<file path="src/rtl/stride_rpt.sv">
module stride_rpt #(
  parameter int PC_W      = 32,
  parameter int ADDR_W    = 32,
  parameter int IDX_W     = 4,
  parameter int CNT_W     = 3,
  parameter int THRESH    = 1,
  parameter int MAX_DEPTH = 3
) (
  input  logic              clk,
  input  logic              rst_n,
  input  logic              acc_valid,
  output logic              acc_ready,
  input  logic [PC_W-1:0]   acc_pc,
  input  logic [ADDR_W-1:0] acc_addr,
  output logic              pf_valid,
  input  logic              pf_ready,
  output logic [ADDR_W-1:0] pf_addr
);
  localparam int ENTRIES = 1 << IDX_W;
  localparam int DEP_W   = $clog2(MAX_DEPTH + 1);
  localparam int CNT_MAX = (1 << CNT_W) - 1;

  logic [ENTRIES-1:0] ent_v;
  logic [PC_W-1:0]    ent_tag    [ENTRIES];
  logic [ADDR_W-1:0]  ent_last   [ENTRIES];
  logic [ADDR_W-1:0]  ent_stride [ENTRIES];
  logic [CNT_W-1:0]   ent_cnt    [ENTRIES];

  logic [IDX_W-1:0]  idx;
  logic              hit, same, accept;
  logic [ADDR_W-1:0] new_stride, str_next;
  logic [CNT_W-1:0]  cnt_next;
  logic [DEP_W-1:0]  depth_next, left;
  logic [ADDR_W-1:0] issue_stride, pf_addr_r;

  assign idx        = acc_pc[IDX_W+1:2];
  assign hit        = ent_v[idx] && (ent_tag[idx] == acc_pc);
  assign new_stride = acc_addr - ent_last[idx];
  assign same       = new_stride == ent_stride[idx];
  assign accept     = acc_valid && acc_ready;
  assign acc_ready  = left == '0;
  assign pf_valid   = left != '0;
  assign pf_addr    = pf_addr_r;

  always_comb begin
    if (!hit) begin
      cnt_next = '0;
      str_next = '0;
    end else if (same) begin
      cnt_next = (int'(ent_cnt[idx]) == CNT_MAX) ? ent_cnt[idx] : ent_cnt[idx] + 1'b1;
      str_next = ent_stride[idx];
    end else begin
      cnt_next = '0;
      str_next = new_stride;
    end
  end

  always_comb begin
    if (str_next == '0 || int'(cnt_next) <= THRESH)
      depth_next = '0;
    else if (int'(cnt_next) - THRESH >= MAX_DEPTH)
      depth_next = DEP_W'(MAX_DEPTH);
    else
      depth_next = DEP_W'(int'(cnt_next) - THRESH);
  end

  always_ff @(posedge clk) begin
    if (accept) begin
      ent_tag[idx]    <= acc_pc;
      ent_last[idx]   <= acc_addr;
      ent_stride[idx] <= str_next;
      ent_cnt[idx]    <= cnt_next;
    end
  end

  always_ff @(posedge clk) begin
    if (!rst_n) begin
      ent_v        <= '0;
      left         <= '0;
      pf_addr_r    <= '0;
      issue_stride <= '0;
    end else if (accept) begin
      ent_v[idx]   <= 1'b1;
      left         <= depth_next;
      pf_addr_r    <= acc_addr + str_next;
      issue_stride <= str_next;
    end else if (pf_valid && pf_ready) begin
      left      <= left - 1'b1;
      pf_addr_r <= pf_addr_r + issue_stride;
    end
  end
endmodule


</file>
<file path="config.mk">
export PLATFORM = sky130hd
export DESIGN_NAME = stride_rpt
export DESIGN_NICKNAME = d
export VERILOG_FILES = /design/src/rtl/stride_rpt.sv
export SDC_FILE = /design/constraint.sdc
export NUM_CORES = 2
export LEC_CHECK = 0
export BUFFER_PORTS_ARGS = -buffer_cell sky130_fd_sc_hd__buf_2
export CORE_AREA = 2 2 344 346
export CTS_CLUSTER_SIZE = 20
export DETAILED_ROUTE_END_ITERATION = 6
export DIE_AREA = 0 0 346 348
export MAX_ROUTING_LAYER = met4
export PLACE_DENSITY = 0.81
export SETUP_SLACK_MARGIN = 0.4
export SLEW_MARGIN = 20
export SYNTH_ARGS = -nofsm -noshare
export SYNTH_HDL_FRONTEND = slang
export SYNTH_SLANG_ARGS = --single-unit
</file>
<file path="constraint.sdc">
create_clock -name clk -period 26.7 [get_ports clk]
set_input_delay 5.34 -clock clk [delete_from_list [all_inputs] [get_ports clk]]
set_output_delay 5.34 -clock clk [all_outputs]
set_load 0.01 [all_outputs]
</file>
==> impl_metrics.env <==
export IMPL_die_w_um=346
export IMPL_cts_root_buf="clkbuf_16"
export IMPL_min_period_ps=13310
export IMPL_portBuffers=101
export IMPL_cp_start_kind="input port"
export IMPL_syn_nets=3861
export IMPL_required_ps=27410
export IMPL_drt_total_wl_mm=175
export IMPL_finalClockSkew_ps=33.1
export IMPL_drc_errors=0
export IMPL_p_leak_nw=24.3
export IMPL_drive_gt1_frac=0.224
export IMPL_cts_resized=0
export IMPL_rows=126
export IMPL_status="finished, final reports clean"
export IMPL_synthCells=3689
export IMPL_final_common_cell="edfxtp_1"
export IMPL_synthMuxAreaShare=0.150
export IMPL_clk_latency_ps=780
export IMPL_cts_setup_buffers=0
export IMPL_cts_buffers=158
export IMPL_critical_path_cell_chain="buf_8, buf_4, buf_4, mux4_2, mux4_2, inv_1, ha_1, nand2_1, nor3_1, nand2_1, a21oi_1, or3_1, xnor2_1, a211o_1, or4_1, a2111oi_1, nand3_1, ha_1, a21boi_0, o21ai_0, o211ai_1, a211o_1, o21ai_1"
export IMPL_grt_overflow=0
export IMPL_synth_seq_area_share=0.706
export IMPL_rsz0062_at_grt="false"
export IMPL_finalHoldViolCount=0
export IMPL_cpMaxStageDelayCell="a2111oi_1"
export IMPL_grt_first_pass_wirelength_mm=255
export IMPL_hp_class="register to register"
export IMPL_synth_compound_area_frac=0.0500
export IMPL_drtIter0Drc=5357
export IMPL_finalSetupViolCount=0
export IMPL_power_density_nw_per_um2=71.0
export IMPL_htree_levels=4
export IMPL_core_area_sq_um=117000
export IMPL_async_reset_ff_frac=0
export IMPL_syn_avg_cell_area_sq_um=18.9
export IMPL_ys_flop_type="edfxtp_1"
export IMPL_yosysUniqueCellTypes=87
export IMPL_ant_nets=0
export IMPL_fin_util=0.658
export IMPL_place_inst=5245
export IMPL_final_cells=5541
export IMPL_chipHeight_um=348
export IMPL_ys_warn_count=0
export IMPL_path_clk_slew_ps=70
export IMPL_critical_path_class="input port to register"
export IMPL_worstPathArrival_ps=14020
export IMPL_worst_slew_pin_slew_ps=1160
export IMPL_synth_seq_cells=1666
export IMPL_antenna_found_initial=14
export IMPL_post_dp_hpwl_mm=98.1
export IMPL_num_nets_final=4041
export IMPL_synth_xor_area_frac=0.0195
export IMPL_synth_top_family_by_area="multiplexers"
export IMPL_layout_common_cells="edfxtp_1, mux4_2, clkbuf_16"
export IMPL_wl_per_cell_um=31.5
export IMPL_end_kind="register"
export IMPL_synth_edf_count=1584
export IMPL_critPathMaxFanout=97
export IMPL_via_per_inst=6.80
export IMPL_grt_max_degree=98
export IMPL_vias=37677
export IMPL_area_growth_pct=10.4
export IMPL_slew_headroom=0.228
export IMPL_clock_sinks=1666
export IMPL_max_freq_mhz=75.1
export IMPL_die_area_sq_um=120000
export IMPL_io_pins=102
export IMPL_syn_area_sq_um=69700
export IMPL_start_util=0.596
export IMPL_gr_usage_all_layers=0.303
export IMPL_clockBufferDepth=3
export IMPL_peakVddDrop_v=0.0000672
export IMPL_first_global_vias=37689
export IMPL_cts_tree="done"
export IMPL_slew_viol_final=0
export IMPL_maxCapViolCount=0
export IMPL_synth_simple_area_share=0.0370
export IMPL_hold_buffers=0
export IMPL_dr_pass1_iters=6
export IMPL_setup_tns_ps=0
export IMPL_synthAdderAreaFrac=0.0190
export IMPL_finalWeightedCongestion=0.953
export IMPL_critPathMaxStageDelay_ps=980
export IMPL_post_route_period_util=0.499
worst max-delay path, delay by kind of cell:
family / cells / cell delay [ps]
multiplexers: 2 / 870
AO/OA/AOI/OAI: 8 / 2630
XOR/XNOR: 1 / 120
AND/OR/NAND/NOR: 6 / 2040
buffers and inverters: 4 / 2180
adder cells (fa/ha/maj): 2 / 680
power breakdown:
group / internal [W] / total (W) / switching [W]
Clock: 0.00120 / 0.00214 / 0.000943
Sequential: 0.00289 / 0.00290 / 0.0000136
Combinational: 0.000158 / 0.000424 / 0.000266
Total: 0.00424 / 0.00546 / 0.00122
per-stage QoR:
stage / total power, W / cell area, sq um / hold slack, ps / setup slack, ps
6_report: 0.00546 / 76900 / 462 / 13390
5_1_grt: 0.00560 / 76900 / 479 / 12950
4_1_cts: 0.00548 / 76900 / 461 / 13500
3_5_place_dp: 0.00337 / 72000 / 448 / 12720
3_3_place_gp: 0.00336 / 72000 / 441 / 12840
2_1_floorplan: 0.00323 / 69700 / 435 / 13030
layer usage:
metal	wire length (um)	vias to the layer above	GRT usage
li1	-	15522	-
met1	65500	19301	0.409
met2	83800	2475	0.464
met3	19300	379	0.0633
met4	6170	0	0.110
met5	0	-	-
path summary, 6_finish.rpt:
path	cells after the start	slack, ps	to	start
setup / recovery	23	13390	left[1]	acc_pc[3]
hold / removal	1	460	ent_v[10]	ent_v[10]
setup reg to reg	19	19680	left[1]	ent_last[10][1]
hold reg to reg	1	460	ent_v[10]	ent_v[10]
state kept, by name (all words and copies together) (netlist names):
| signal | count |
|---|---|
| pf_addr | 32 |
| ent_cnt | 48 |
| issue_stride | 32 |
| ent_tag | 512 |
| left | 2 |
| ent_last | 512 |
| ent_stride | 512 |
| ent_v | 16 |
final cells by class:
cell class	count	area, sq um
flip-flops and latches	1666	49200
repair buffers	190	1250
multi-input cells	1791	19400
well taps	1536	1920
inverters	62	233
clock buffers	220	4330
diodes	12	30.0
clock inverters	64	584
fillers	7457	40100
Yosys cell counts (20+ instances only):
master	number	area (sq um)
o21ai_0	62	310
a21o_1	54	405
ha_1	101	1260
nand2b_1	20	125
xor2_1	61	534
buf_6	25	282
mux2_2	33	372
clkbuf_1	71	267
buf_4	25	188
nor2b_1	29	181
mux4_2	409	9210
a21oi_1	93	465
inv_1	61	229
xnor2_1	89	780
buf_2	33	165
a21boi_0	37	278
mux2i_1	90	901
nand3_1	27	135
dfxtp_1	82	1640
nor3_1	45	225
nand2_1	147	552
o21a_1	40	300
nor2_1	104	390
edfxtp_1	1584	47600
and3_1	20	125
kinds of logic (layout without fill, tap and decap cells):
| kind of cell | after synthesis | count (layout) |
|---|---|---|
| XOR/XNOR | 152 | 152 |
| multiplexers | 532 | 532 |
| buffers and inverters | 232 | 536 |
| AO/OA/AOI/OAI | 497 | 497 |
| adder cells (fa/ha/maj) | 104 | 104 |
| flip-flops | 1666 | 1666 |
| other | 0 | 12 |
| AND/OR/NAND/NOR | 506 | 506 |
Power figures use the tool's default switching activity.
